===== src/rtl/psb_pkg.sv =====
package psb_pkg;
  // Fill direction of a partial store
  typedef enum logic {
    FILL_FROM_OFS = 1'b0,  // addressed byte up to the end of the unit
    FILL_UP_TO_OFS = 1'b1  // start of the unit up to the addressed byte
  } fill_e;
endpackage


===== src/rtl/psb_lane_mask.sv =====
module psb_lane_mask #(
  parameter int BUS_BYTES  = 8,
  parameter int WORD_BYTES = 4,
  localparam int OFS_W = $clog2(BUS_BYTES)
) (
  input  logic [OFS_W-1:0]     ofs,
  input  logic                 dword,
  input  psb_pkg::fill_e       fill,
  output logic [BUS_BYTES-1:0] be,
  output logic                 probe
);
  logic [OFS_W:0] unit_lim;
  logic [OFS_W:0] ofs_x;

  always_comb begin
    unit_lim = dword ? (OFS_W+1)'(BUS_BYTES) : (OFS_W+1)'(WORD_BYTES);
    ofs_x    = {1'b0, ofs};
    probe    = (fill == psb_pkg::FILL_UP_TO_OFS) && (ofs == '0);
  end

  // Enable bit b drives lane BUS_BYTES-1-b (lane 0 is the most significant byte)
  for (genvar b = 0; b < BUS_BYTES; b++) begin : g_lane
    localparam logic [OFS_W:0] LANE = (OFS_W+1)'(BUS_BYTES - 1 - b);
    always_comb begin
      if (fill == psb_pkg::FILL_FROM_OFS) be[b] = (LANE >= ofs_x) && (LANE < unit_lim);
      else                                be[b] = (LANE < ofs_x);
    end
  end
endmodule


===== src/rtl/psb_lane_data.sv =====
module psb_lane_data #(
  parameter int BUS_BYTES  = 8,
  parameter int WORD_BYTES = 4,
  localparam int DATA_W = 8 * BUS_BYTES,
  localparam int WORD_W = 8 * WORD_BYTES
) (
  input  logic [DATA_W-1:0]    value,
  input  logic                 dword,
  input  logic [BUS_BYTES-1:0] be,
  output logic [DATA_W-1:0]    data
);
  logic [DATA_W-1:0] placed;

  // Big-endian: natural placement already lines bytes up with their lanes
  always_comb begin
    if (dword) placed = value;
    else       placed = {value[WORD_W-1:0], {(DATA_W-WORD_W){1'b0}}};
  end

  for (genvar b = 0; b < BUS_BYTES; b++) begin : g_byte
    assign data[8*b +: 8] = be[b] ? placed[8*b +: 8] : 8'h00;
  end
endmodule


===== src/rtl/psb_out_stage.sv =====
module psb_out_stage #(
  parameter int ADDR_W    = 32,
  parameter int BUS_BYTES = 8,
  localparam int DATA_W = 8 * BUS_BYTES
) (
  input  logic                 clk,
  input  logic                 rst_n,
  input  logic                 in_valid,
  output logic                 in_ready,
  input  logic [ADDR_W-1:0]    nx_addr,
  input  logic [DATA_W-1:0]    nx_data,
  input  logic [BUS_BYTES-1:0] nx_be,
  input  logic                 nx_probe,
  input  logic                 nx_dword,
  output logic                 out_valid,
  input  logic                 out_ready,
  output logic [ADDR_W-1:0]    out_addr,
  output logic [DATA_W-1:0]    out_data,
  output logic [BUS_BYTES-1:0] out_be,
  output logic                 out_probe,
  output logic                 out_dword
);
  logic load_en;
  logic valid_d;

  always_comb begin
    in_ready = !out_valid || out_ready;
    load_en  = in_valid && in_ready;
    if (load_en)        valid_d = 1'b1;
    else if (out_ready) valid_d = 1'b0;
    else                valid_d = out_valid;
  end

  always_ff @(posedge clk or negedge rst_n) begin
    if (!rst_n) out_valid <= 1'b0;
    else        out_valid <= valid_d;
  end

  // Datapath registers: no reset, written only under the clock enable
  always_ff @(posedge clk) begin
    if (load_en) begin
      out_addr  <= nx_addr;
      out_data  <= nx_data;
      out_be    <= nx_be;
      out_probe <= nx_probe;
      out_dword <= nx_dword;
    end
  end

  p_hold_r8: assert property (@(posedge clk) disable iff (!rst_n)
    out_valid && !out_ready |=> out_valid && $stable(out_addr) && $stable(out_data)
                                && $stable(out_be) && $stable(out_probe));

  p_stall_blocks_r8: assert property (@(posedge clk) disable iff (!rst_n)
    out_valid && !out_ready |-> !in_ready);

  p_probe_empty_r4: assert property (@(posedge clk) disable iff (!rst_n)
    out_valid && out_probe |-> out_be == '0);

  p_beat_has_lane_r4: assert property (@(posedge clk) disable iff (!rst_n)
    out_valid && !out_probe |-> out_be != '0);

  p_addr_word_align_r1: assert property (@(posedge clk) disable iff (!rst_n)
    out_valid |-> out_addr[1:0] == 2'b00);

  p_addr_dword_align_r1: assert property (@(posedge clk) disable iff (!rst_n)
    out_valid && out_dword |-> out_addr[2:0] == 3'b000);

  p_word_low_lanes_r6: assert property (@(posedge clk) disable iff (!rst_n)
    out_valid && !out_dword |-> out_be[BUS_BYTES/2-1:0] == '0 && out_data[DATA_W/2-1:0] == '0);

  for (genvar b = 0; b < BUS_BYTES; b++) begin : g_chk
    p_off_lane_zero_r5: assert property (@(posedge clk) disable iff (!rst_n)
      out_valid && !out_be[b] |-> out_data[8*b +: 8] == 8'h00);
  end
endmodule


===== src/rtl/psb_store_lanes.sv =====
module psb_store_lanes #(
  parameter int ADDR_W     = 32,
  parameter int BUS_BYTES  = 8,
  parameter int WORD_BYTES = 4,
  localparam int DATA_W = 8 * BUS_BYTES,
  localparam int OFS_W  = $clog2(BUS_BYTES)
) (
  input  logic                 clk,
  input  logic                 rst_n,
  input  logic                 in_valid,
  output logic                 in_ready,
  input  logic [ADDR_W-1:0]    in_addr,
  input  logic [DATA_W-1:0]    in_value,
  input  logic                 in_fill_end,
  input  logic                 in_dword,
  output logic                 out_valid,
  input  logic                 out_ready,
  output logic [ADDR_W-1:0]    out_addr,
  output logic [DATA_W-1:0]    out_data,
  output logic [BUS_BYTES-1:0] out_be,
  output logic                 out_probe
);
  localparam logic [OFS_W-1:0]  WORD_OFS_MASK  = OFS_W'(WORD_BYTES - 1);
  localparam logic [ADDR_W-1:0] WORD_ADDR_MASK = ~ADDR_W'(WORD_BYTES - 1);
  localparam logic [ADDR_W-1:0] BUS_ADDR_MASK  = ~ADDR_W'(BUS_BYTES - 1);

  logic [OFS_W-1:0]     ofs;
  logic [ADDR_W-1:0]    addr_al;
  logic [BUS_BYTES-1:0] be_c;
  logic                 probe_c;
  logic [DATA_W-1:0]    data_c;
  logic                 dword_q;
  psb_pkg::fill_e       fill;

  always_comb begin
    fill    = psb_pkg::fill_e'(in_fill_end);
    ofs     = in_addr[OFS_W-1:0] & (in_dword ? {OFS_W{1'b1}} : WORD_OFS_MASK);
    addr_al = in_addr & (in_dword ? BUS_ADDR_MASK : WORD_ADDR_MASK);
  end

  psb_lane_mask #(.BUS_BYTES(BUS_BYTES), .WORD_BYTES(WORD_BYTES)) u_mask (
    .ofs(ofs), .dword(in_dword), .fill(fill), .be(be_c), .probe(probe_c)
  );

  psb_lane_data #(.BUS_BYTES(BUS_BYTES), .WORD_BYTES(WORD_BYTES)) u_data (
    .value(in_value), .dword(in_dword), .be(be_c), .data(data_c)
  );

  psb_out_stage #(.ADDR_W(ADDR_W), .BUS_BYTES(BUS_BYTES)) u_out (
    .clk(clk), .rst_n(rst_n),
    .in_valid(in_valid), .in_ready(in_ready),
    .nx_addr(addr_al), .nx_data(data_c), .nx_be(be_c), .nx_probe(probe_c),
    .nx_dword(in_dword),
    .out_valid(out_valid), .out_ready(out_ready),
    .out_addr(out_addr), .out_data(out_data), .out_be(out_be),
    .out_probe(out_probe), .out_dword(dword_q)
  );

  p_reset_idle_r9: assert property (@(posedge clk) $rose(rst_n) |-> !out_valid);

  // One accepted request yields one beat: with the consumer taking it and no new request, valid drops
  p_single_beat_r7: assert property (@(posedge clk) disable iff (!rst_n)
    out_valid && out_ready && !in_valid |=> !out_valid);
endmodule


===== config.mk =====
export PLATFORM = sky130hd
export DESIGN_NAME = psb_store_lanes
export DESIGN_NICKNAME = d
export VERILOG_FILES = /design/src/rtl/psb_pkg.sv /design/src/rtl/psb_lane_mask.sv /design/src/rtl/psb_lane_data.sv /design/src/rtl/psb_out_stage.sv /design/src/rtl/psb_store_lanes.sv
export SDC_FILE = /design/constraint.sdc
export NUM_CORES = 1
export LEC_CHECK = 0
export BUFFER_PORTS_ARGS = -buffer_cell sky130_fd_sc_hd__buf_2
export CORE_ASPECT_RATIO = 0.7
export CORE_MARGIN = 8
export CORE_UTILIZATION = 41
export CTS_CLUSTER_DIAMETER = 30
export DETAILED_ROUTE_END_ITERATION = 7
export GPL_ROUTABILITY_DRIVEN = 0
export PLACE_DENSITY = 0.81
export SLEW_MARGIN = 20
export SYNTH_ARGS = -nofsm -noshare
export SYNTH_HDL_FRONTEND = slang
export SYNTH_SLANG_ARGS = --single-unit
export TNS_END_PERCENT = 20

===== constraint.sdc =====
create_clock -name clk -period 3.5 [get_ports clk]
set_input_delay 0.35 -clock clk [delete_from_list [all_inputs] [get_ports clk]]
set_output_delay 0.35 -clock clk [all_outputs]
set_load 0.03 [all_outputs]

# Word level (Yosys, flattened, before mapping)
# Cells that the tools add are included.
# word_totals
output_inout_bits	107
elab_cells	70
ff_bits	106
# classes
bitwise	2
magnitude_cmp	24
muxes	14
n_reduce_logical	18
# ops
cell	count
$mux W64	1
$and A32 B32 Y32	1
$lt A3 B4 Y1 const A	4
$ge A3 B3 Y1 const A	4
$lt A3 B3 Y1 const A	4
$logic_and A1 B1 Y1	10
$mux W1	10
$lt A1 B4 Y1 const A	2
$lt A2 B4 Y1 const A	2
$reduce_and A2 Y1	4
$ge A1 B3 Y1 const A	2
$ge A2 B3 Y1 const A	2
$lt A1 B3 Y1 const A	2
$lt A2 B3 Y1 const A	2
$mux W3	2
$mux W4	1
$and A3 B3 Y3	1
$logic_not A3 Y1	1
$reduce_bool A2 Y1	1
$logic_not A1 Y1	1
$logic_or A1 B1 Y1	1

# Longest topological paths before layout
# Gate-level depths: netlist (run 1).
# logic_depth
word_depth	6
depth_mapped	4

# Modules after synthesis
# From an unflattened synthesis (run 1), not the netlist that was laid out.
# unflattened
hier_cells	233
hier_area_um2	4235.3
# modules_own_cells
module	instances	cells_each	area_each_um2	seq_area_each_um2
psb_out_stage	1	110	3236.9	3208.1
psb_lane_data	1	103	839.6	0.0
psb_lane_mask	1	17	138.9	0.0
psb_store_lanes	1	3	20.0	0.0

# Least setup slack after synthesis (run 1)
# Ideal clock, no wire load.
# synth_path
kind	flip-flop to flip-flop
startpoint	register u_out.out_valid
endpoint	register u_out.out_addr[10], enable pin
path_buffers	0
arrival_time_ns	3.259
path_stages_with_launch	3
slack_ns	-0.232
synth_period_minus_slack_ns	3.732
setup_ns	0.473
cell_sequence	dfrtp_1 nand2b_1 and2_1
# synth_between
elab_chain_len	3
# synth_lines
element	line_no	source
start, declared	psb_out_stage.sv:15	output logic out_valid,
start signal, assigned	psb_out_stage.sv:36	else out_valid <= valid_d;
$logic_not A1 Y1	psb_out_stage.sv:27	in_ready = !out_valid || out_ready;
$logic_or A1 B1 Y1	psb_out_stage.sv:27	
net in_ready	psb_store_lanes.sv:11	output logic in_ready,
$logic_and A1 B1 Y1	psb_out_stage.sv:28	load_en = in_valid && in_ready;
net u_out.load_en	psb_out_stage.sv:23	logic load_en;
end signal, assigned	psb_out_stage.sv:42	out_addr <= nx_addr;
end, declared	psb_out_stage.sv:17	output logic [ADDR_W-1:0] out_addr,
# The timed path passes the listed nets, and every way through them passes these cells.
# A chain may end at the register's enable or synchronous reset.

# Worst setup path after layout (run 1)
# layout_path
startpoint	register u_out.out_valid
endpoint	register u_out.out_data[46], enable pin
# layout_between
elab_chain_len	3
# layout_lines
element	line_no	source
$logic_not A1 Y1	psb_out_stage.sv:27	
$logic_or A1 B1 Y1	psb_out_stage.sv:27	
$logic_and A1 B1 Y1	psb_out_stage.sv:28	
net u_out.load_en	psb_out_stage.sv:23	
end signal, assigned	psb_out_stage.sv:43	out_data <= nx_data;
end, declared	psb_out_stage.sv:18	output logic [DATA_W-1:0] out_data,
# The timed path passes the listed nets, and every way through them passes these cells.

==> results of run 1 <==
[where the power goes]
| part | switching, mW | internal, mW |
|---|---|---|
| sequential | 0.0203 | 1.47 |
| clock | 0.423 | 0.573 |
| combinational | 0.310 | 0.142 |
[Yosys cell counts (all sizes together)]
master	instances	area share
edfxtp	103	0.76
a22oi	1	0.0031
nand2	1	0.00092
and2	20	0.031
nand2b	2	0.0031
a211oi	1	0.0049
buf	8	0.016
clkbuf	3	0.0037
nor2	32	0.029
inv	4	0.0037
xor2	2	0.0080
a21oi	2	0.0025
mux2i	32	0.079
conb	1	0.00092
nand3	1	0.0012
and3	17	0.026
o21a	1	0.0021
nor2b	2	0.0031
o21ai	1	0.0021
dfrtp	1	0.0061
xnor2	4	0.016
[final cells by class]
cell class | count | area (µm²) | area share
sequential | 104 | 3118 | 0.5625
timing repair buffer | 210 | 1076 | 0.1941
multi-input combinational | 121 | 873.3 | 0.1576
clock buffer | 11 | 242.7 | 0.04379
tap | 128 | 160.2 | 0.02889
clock inverter | 5 | 57.56 | 0.01038
inverter | 4 | 15.01 | 0.002709
[through the flow]
stage	utilization	instance area [µm²]	hold slack (ps)	worst slack, ps	total power, mW
after global routing	0.5724	5543	175.0	1444	3.036
after global placement	0.5403	5233	124.2	1498	1.959
after detailed placement	0.5403	5233	125.8	1407	1.974
after CTS	0.5724	5543	177.7	1562	2.967
final	0.5724	5543	195.7	1563	2.935
after floorplan	-	4085	54.41	891.5	1.799
[kinds of logic (layout without fill, tap and decap cells)]
group / count (synthesis) / count (layout) / synth area share
simple gates: 75 / 75 / 0.09445
flops: 104 / 104 / 0.7642
mux: 32 / 32 / 0.07850
buf+inv: 15 / 230 / 0.02331
xor+xnor: 6 / 6 / 0.02392
compound gates: 6 / 6 / 0.01472
other cells: 1 / 2 / 0.0009191
[sequential cells by signal (all words and copies together) (netlist names)]
name / flops
u_out.out_data: 64
u_out.out_be: 8
u_out.out_probe: 1
u_out.out_valid: 1
u_out.out_addr: 30
[final timing paths]
path | endpoint | slack, ps
max | u_out.out_data[46] | 1560
min | u_out.out_addr[20] | 200
max reg2reg | u_out.out_data[46] | 1560
min reg2reg | u_out.out_valid | 570
max in group asynchronous | u_out.out_valid | 3070
min in group asynchronous | u_out.out_valid | 350
[routing by layer]
metal	global-route usage	share of wire
met3	0.05992	0.098
met2	0.2664	0.49
met1	0.1803	0.40
met5	0	0
met4	0.04337	0.010
[worst max-delay path, delay by kind of cell (launching register included)]
kind	cells	cell delay, ps
and+or+nand+nor	2	880
DFF	1	390
buffers and inverters	1	310
[cells in the final DEF (no fill, tap or decap), drive strengths merged]
cell	n
a211oi	1
a21oi	2
a22oi	1
and2	20
and3	17
buf	209
bufinv	1
clkbuf	11
clkinv	1
clkinvlp	3
conb	2
dfrtp	1
dlygate4sd3	1
edfxtp	103
inv	4
mux2i	32
nand2	1
nand2b	2
nand3	1
nor2	32
nor2b	2
o21a	1
o21ai	1
xnor2	4
xor2	2
[repair_timing]
action	in CTS	in global routing
hold endpoints to repair	1	0
hold buffers	1	0
endpoints found under the setup margin	0	0
==> reports/summary.md, run 1 <==
The flow ran to the end, and the final reports show no timing, DRC or antenna violations. The run gives 4080 µm² as the cell area after synthesis. For the buffer depth of the longest clock path, the log shows 2.

The number of global-route vias before repair was 2950; the critical path data arrival time was 1960 ps. The tools report the number of antenna-violating nets in the routed design as 0. Counting the buffers created by CTS gives 9. The worst hold path begins at in_addr[20]. The number of cells on the worst hold path came out at 1. Along the worst path, the maximum fanout reaches 68. From synthesis to final layout, the design area changed by 35.85%. Setup repair after global routing left no endpoint under its margin. The clock latency reported for the late side of the worst-skew pair is 330 ps, and the clock slew seen by the registers of the worst setup and hold paths is 70 ps.

Maximum vdd drop: 279.8 µV. For this design the top-level I/O count stands at 209. The overall track demand over capacity in global routing was 0.1565; the die extent in x was 135.2 µm. The layout cell share with drive strength beyond 1 is 0.5165, and the starting utilization of the core area is 0.4213.

The ratio of routed vias to standard cells was 4.683. Clock tree synthesis selected as its root buffer the cell sky130_fd_sc_hd__clkbuf_16. The register bit count reported by yosys is 104, and the wire length per cell after detailed routing is 18.71 µm.

The number of filler instances in the final layout was 817. The kind of critical path was reg -> reg. Total number of yosys warnings: 0. For the total of max-cap violations, the log shows 0.

In this run the static leakage power is 2.505 nW. CTS built an H-tree with a depth of 3. For this run the aggregate overflow at the end of global routing stands at 0.

The signal on the critical path passes through nand2b_1 > and2_4 > buf_12. The number of port buffers is 206. For this run, the detailed router's first-pass iteration total came to 4.

The startpoint identified for the worst register-to-register timing path is u_out.out_valid. The worst setup path startpoint was u_out.out_valid. The maximum number of pins on one net before global-route repair is 69. For the worst flop-to-flop path, the logic depth is 3. Setup violations remaining at the end of the flow were counted as 0. The final count of hold timing violations came out at 0. At the pin with the least slew margin, the transition time is 897.7 ps. The normalized max-slew margin is 0.4015, and the average cell area after synthesis is 17.07 µm².

The HPWL after detailed placement is 8.538 mm, and the final-report max-slew violation count is 0. Among all stages on the critical path, the largest delay is contributed by sky130_fd_sc_hd__and2_4. Counting I/O delays and the setup requirement, the final critical path takes 1937 ps. The number of antenna diodes in the final layout is 0.

Portion of the clock cycle consumed by the worst path in the final layout: 0.5534. Dividing total power by cell area gives a power density of 529.6 nW/µm². The category of the worst setup path launch point is a register. The initial antenna violation count is 0. The min-delay analysis places its worst path in the category in -> reg. The endpoint class of the critical path is a register.

The placement row count was 30; the count of cell types in the netlist was 24. The count of placed standard cells in the final layout, fillers left out was 583. The die is 99.47 µm tall. The run gives 0 as the total setup buffers inserted after CTS. For this block, the initial DRC count from the detailed router was 128. The tools report the post-synthesis instance total as 239. In the routed design, unresolved DRC markers number 0.

Summed over all layers, the routed wires come to 10.91 mm. The register area share after synthesis is 0.7642. Clock skew on the completed layout was measured at 4.743 ps. The run gives 0 ps as the accumulated negative setup slack. Post-CTS repair changed the size of 0 cells. TritonCTS built the clock tree. The highest clock rate is 0.5163 GHz. The core box area is 9684 µm², and the peak per-stage delay on the critical path is 760 ps. For the die outline area, the log shows 13450 µm². After detailed placement, the design holds a cell count of 566. Data on the critical path is required at its endpoint by 3520 ps. The detailed router placed 2730 vias in this run. The first global-routing pass estimated 16.28 mm of wire. Clock sink total: 104.

The layout net count is 552.
Note: power is estimated with default switching activity, not from simulation.
==> inputs of run 2 (changes only) <==
Clock period 3.5 ns to 1.6 ns, I/O delays scaled along.
==> run 2 against run 1 <==
Net effect: setup slack got worse by 1200 ps; flip-flop and latch count did not move; first-iteration DRC count fell by 1.6%; die area did not move; critical path depth did not move; worst hold slack got worse by 180 ps; sequential share of layout area fell by 3.3 points; largest power group unchanged; highest routed layer unchanged; largest cell class unchanged; clock power rose by 120%; wire length rose by 3.3%; clock-buffer cell count fell by 2.
==> reports/summary.md, run 2 (synthesis gave the netlist of run 1 again) <==
In the final layout, the registers with the most flip-flops are u_out.out_data: 64 flops, u_out.out_addr: 30 flops, u_out.out_be: 8 flops. Placed standard-cell area: 5309 µm² (+1.5%). The core occupancy in the finished layout was 0.6085 (+0.03618). Residual DRC count: 0 (unchanged). Wire length per cell after detailed routing: 18.35 µm (-1.9%). The terminus of the critical flop-to-flop path was u_out.out_data[11]. Time the worst path needs with I/O delays and setup: 1265 ps (-672.0 ps). For the highest clock rate, the log shows 0.7905 GHz (+53%). The start point of the worst hold path was in_addr[9]. For the number of filler instances in the final layout, the log shows 788 (-3.5%). The top register by number of flip-flops was u_out.out_data. The count of final setup violators is 0 (unchanged), and the residual overflow from global routing is 0 (unchanged). TritonCTS built the clock tree. The run gives 0 (unchanged) as the number of antenna-violating nets in the routed design. The starting utilization of the core area came out at 0.4213 (unchanged). The flow ran to the end, and the final reports show no timing, DRC or antenna violations.

The clock latency reported for the late side of the worst-skew pair came out at 340 ps (about the same). Overall track demand over capacity in global routing: 0.1651 (+0.008596). The number of top-level design ports came out at 209 (unchanged).

The path depth of the worst reg2reg path came out at 3 (unchanged). For the number of vias after detailed routing, the log shows 2879 (+5.5%). Walking the worst path, the cells encountered are nand2b_4 > and2_4 > buf_12.

The logs give 0 (unchanged) for the initial antenna violation count and 1630 ps (-1890 ps) for the required time reported for the critical path endpoint. The final-report max-slew violation count was 0 (unchanged); the HPWL after detailed placement was 8.500 mm (-0.43%). In the layout the commonest cells are sky130_fd_sc_hd__buf_2 (206), sky130_fd_sc_hd__edfxtp_1 (103), sky130_fd_sc_hd__mux2i_1 (32), sky130_fd_sc_hd__nor2_1 (32), sky130_fd_sc_hd__dlygate4sd3_1 (28). The clock slew seen by the registers of the worst setup and hold paths is 70 ps (about the same). The logs give 5893 µm² (+6.3%) for the final instance area and 126 (-1.6%) for the violation count after the first detailed-route iteration. The ratio of routed vias to standard cells works out to 4.689 (+0.13%). For the normalized max-slew margin, the log shows 0.6614 (+0.2599). For the layout net count, the log shows 583 (+5.6%). Most common cell after layout, fill and taps aside: sky130_fd_sc_hd__buf_2.

The critical path is of the reg -> reg type. The layout cell share with drive strength beyond 1 is 0.4959 (-0.02060). The die boundary height was 99.47 µm (unchanged); the die extent in x was 135.2 µm (unchanged). The worst path buffer plus inverter count was 1 (unchanged). The maximum number of pins on one net before global-route repair was 42 (-39%).

The worst hold slack after final layout came out at 19.18 ps (-176.6 ps). The critical path data arrival time came out at 1290 ps (-670 ps). The endpoint class of the critical path was a register. The logs give 9684 µm² (unchanged) for the core box area and 11.27 mm (+3.3%) for the wire length reported by the detailed router.

The logs give 13450 µm² (unchanged) for the die outline area and 104 (unchanged) for the clock sink total. The portion of the clock cycle consumed by the worst path in the final layout was 0.7906 (+0.2372); the peak per-stage delay on the critical path was 420 ps (-340 ps). Number of global-route vias before repair: 3137 (+6.3%). The global-route wire length before repair is 17.01 mm (+4.4%), and the number of cells on the worst hold path is 1 (unchanged). Number of detailed-route iterations in the first pass: 4 (unchanged). Family with the most delay on the worst path: flip-flops. The CTS buffer count is 9 (unchanged). For hold timing, the worst endpoint is u_out.out_addr[9]. The total of max-cap violations was 0 (unchanged). The placement row count is 30 (unchanged). For the buffer depth of the longest clock path, the log shows 2 (unchanged). The actual slew at the worst max-slew pin came out at 505.4 ps (-392.3 ps). The register-to-register setup slack came out at 340 ps (-1230 ps). Flip-flop count of the largest register, all copies and words added: 64 (unchanged). The run gives 0 (unchanged) as the number of antenna cells inserted.

The worst-path cell with the longest stage delay was sky130_fd_sc_hd__dfrtp_2. The min-delay analysis places its worst path in the category in -> reg. The tools report the category of the worst setup path launch point as a register. The number of port buffers was 206 (unchanged). Clock tree synthesis selected as its root buffer the cell sky130_fd_sc_hd__clkbuf_16.

The cell leakage power came out at 2.664 nW (+6.3%). For the maximum vdd drop, the log shows 584.6 µV (+110%). The accumulated negative setup slack came out at 0 ps (unchanged). Setup repair after global routing left no endpoint under its margin. The multi-input combinational cell area is 880.8 µm² (+0.86%), and the clock tree skew after final layout is 5.310 ps (+0.5679 ps). The run gives 3 (unchanged) as the H-tree depth reported by CTS. The overall power after layout came out at 6.547 mW (+120%).

Area added between synthesis and finish: 44.43%. The startpoint of the worst-slack reg-to-reg timing path was u_out.out_valid. The register area was 3119 µm² (about the same); the final count of hold timing violations was 0 (unchanged). Maximum fanout count along the critical path: 41 (-40%). The power per unit of standard cell area came out at 1111 nW/µm² (+110%).
[run 2: worst max-delay path by stage]
stage / from / cells past startpoint / end
2_1_floorplan: u_out.out_valid / 2 / u_out.out_addr[10]
3_3_place_gp: in_dword / 4 / u_out.out_data[16]
3_5_place_dp: in_dword / 4 / u_out.out_data[19]
4_1_cts: u_out.out_valid / 3 / u_out.out_data[20]
5_1_grt: u_out.out_valid / 3 / u_out.out_data[10]
6_report: u_out.out_valid / 3 / u_out.out_data[11]
[run 2: cell type report]
class | instances | share of cell area
tap | 128 | 0.02718
multi-input combinational | 121 | 0.1495
clock inverter | 7 | 0.01338
sequential | 104 | 0.5293
inverter | 4 | 0.002548
clock buffer | 9 | 0.03822
timing repair buffer | 241 | 0.2399
[run 2: through the flow]
stage / worst slack (ps) / std cells
finish: 335.1 / 614
global route: 289.6 / 614
CTS: 328.8 / 612
detailed placement: 227.7 / 570
global placement: 299.2 / 570
floorplan: -241.3 / 240
[run 2: routing by layer]
metal  track usage  vias up  wire, µm
li1              -     1353         -
met1        0.1834     1379      4434
met2        0.2824      130      5631
met3       0.06395       17      1007
met4       0.05952        0       195
met5             0        -         0
[run 2: worst register-to-register path: stages (launching register included)]
cell and delay [ps]:
sky130_fd_sc_hd__dfrtp_2 420, sky130_fd_sc_hd__nand2b_4 80, sky130_fd_sc_hd__and2_4 190, sky130_fd_sc_hd__buf_12 250
[run 2: power by group]
group          switching [mW]  internal, mW
registers              0.0437          3.21
logic                   0.697         0.376
clock network           0.991          1.23
total                    1.73          4.82
[run 2: what timing repair did]
action	4_1_cts	5_1_grt
hold buffers	26	2
hold endpoints to repair	26	2
resized for setup	0	0
setup buffers	0	0
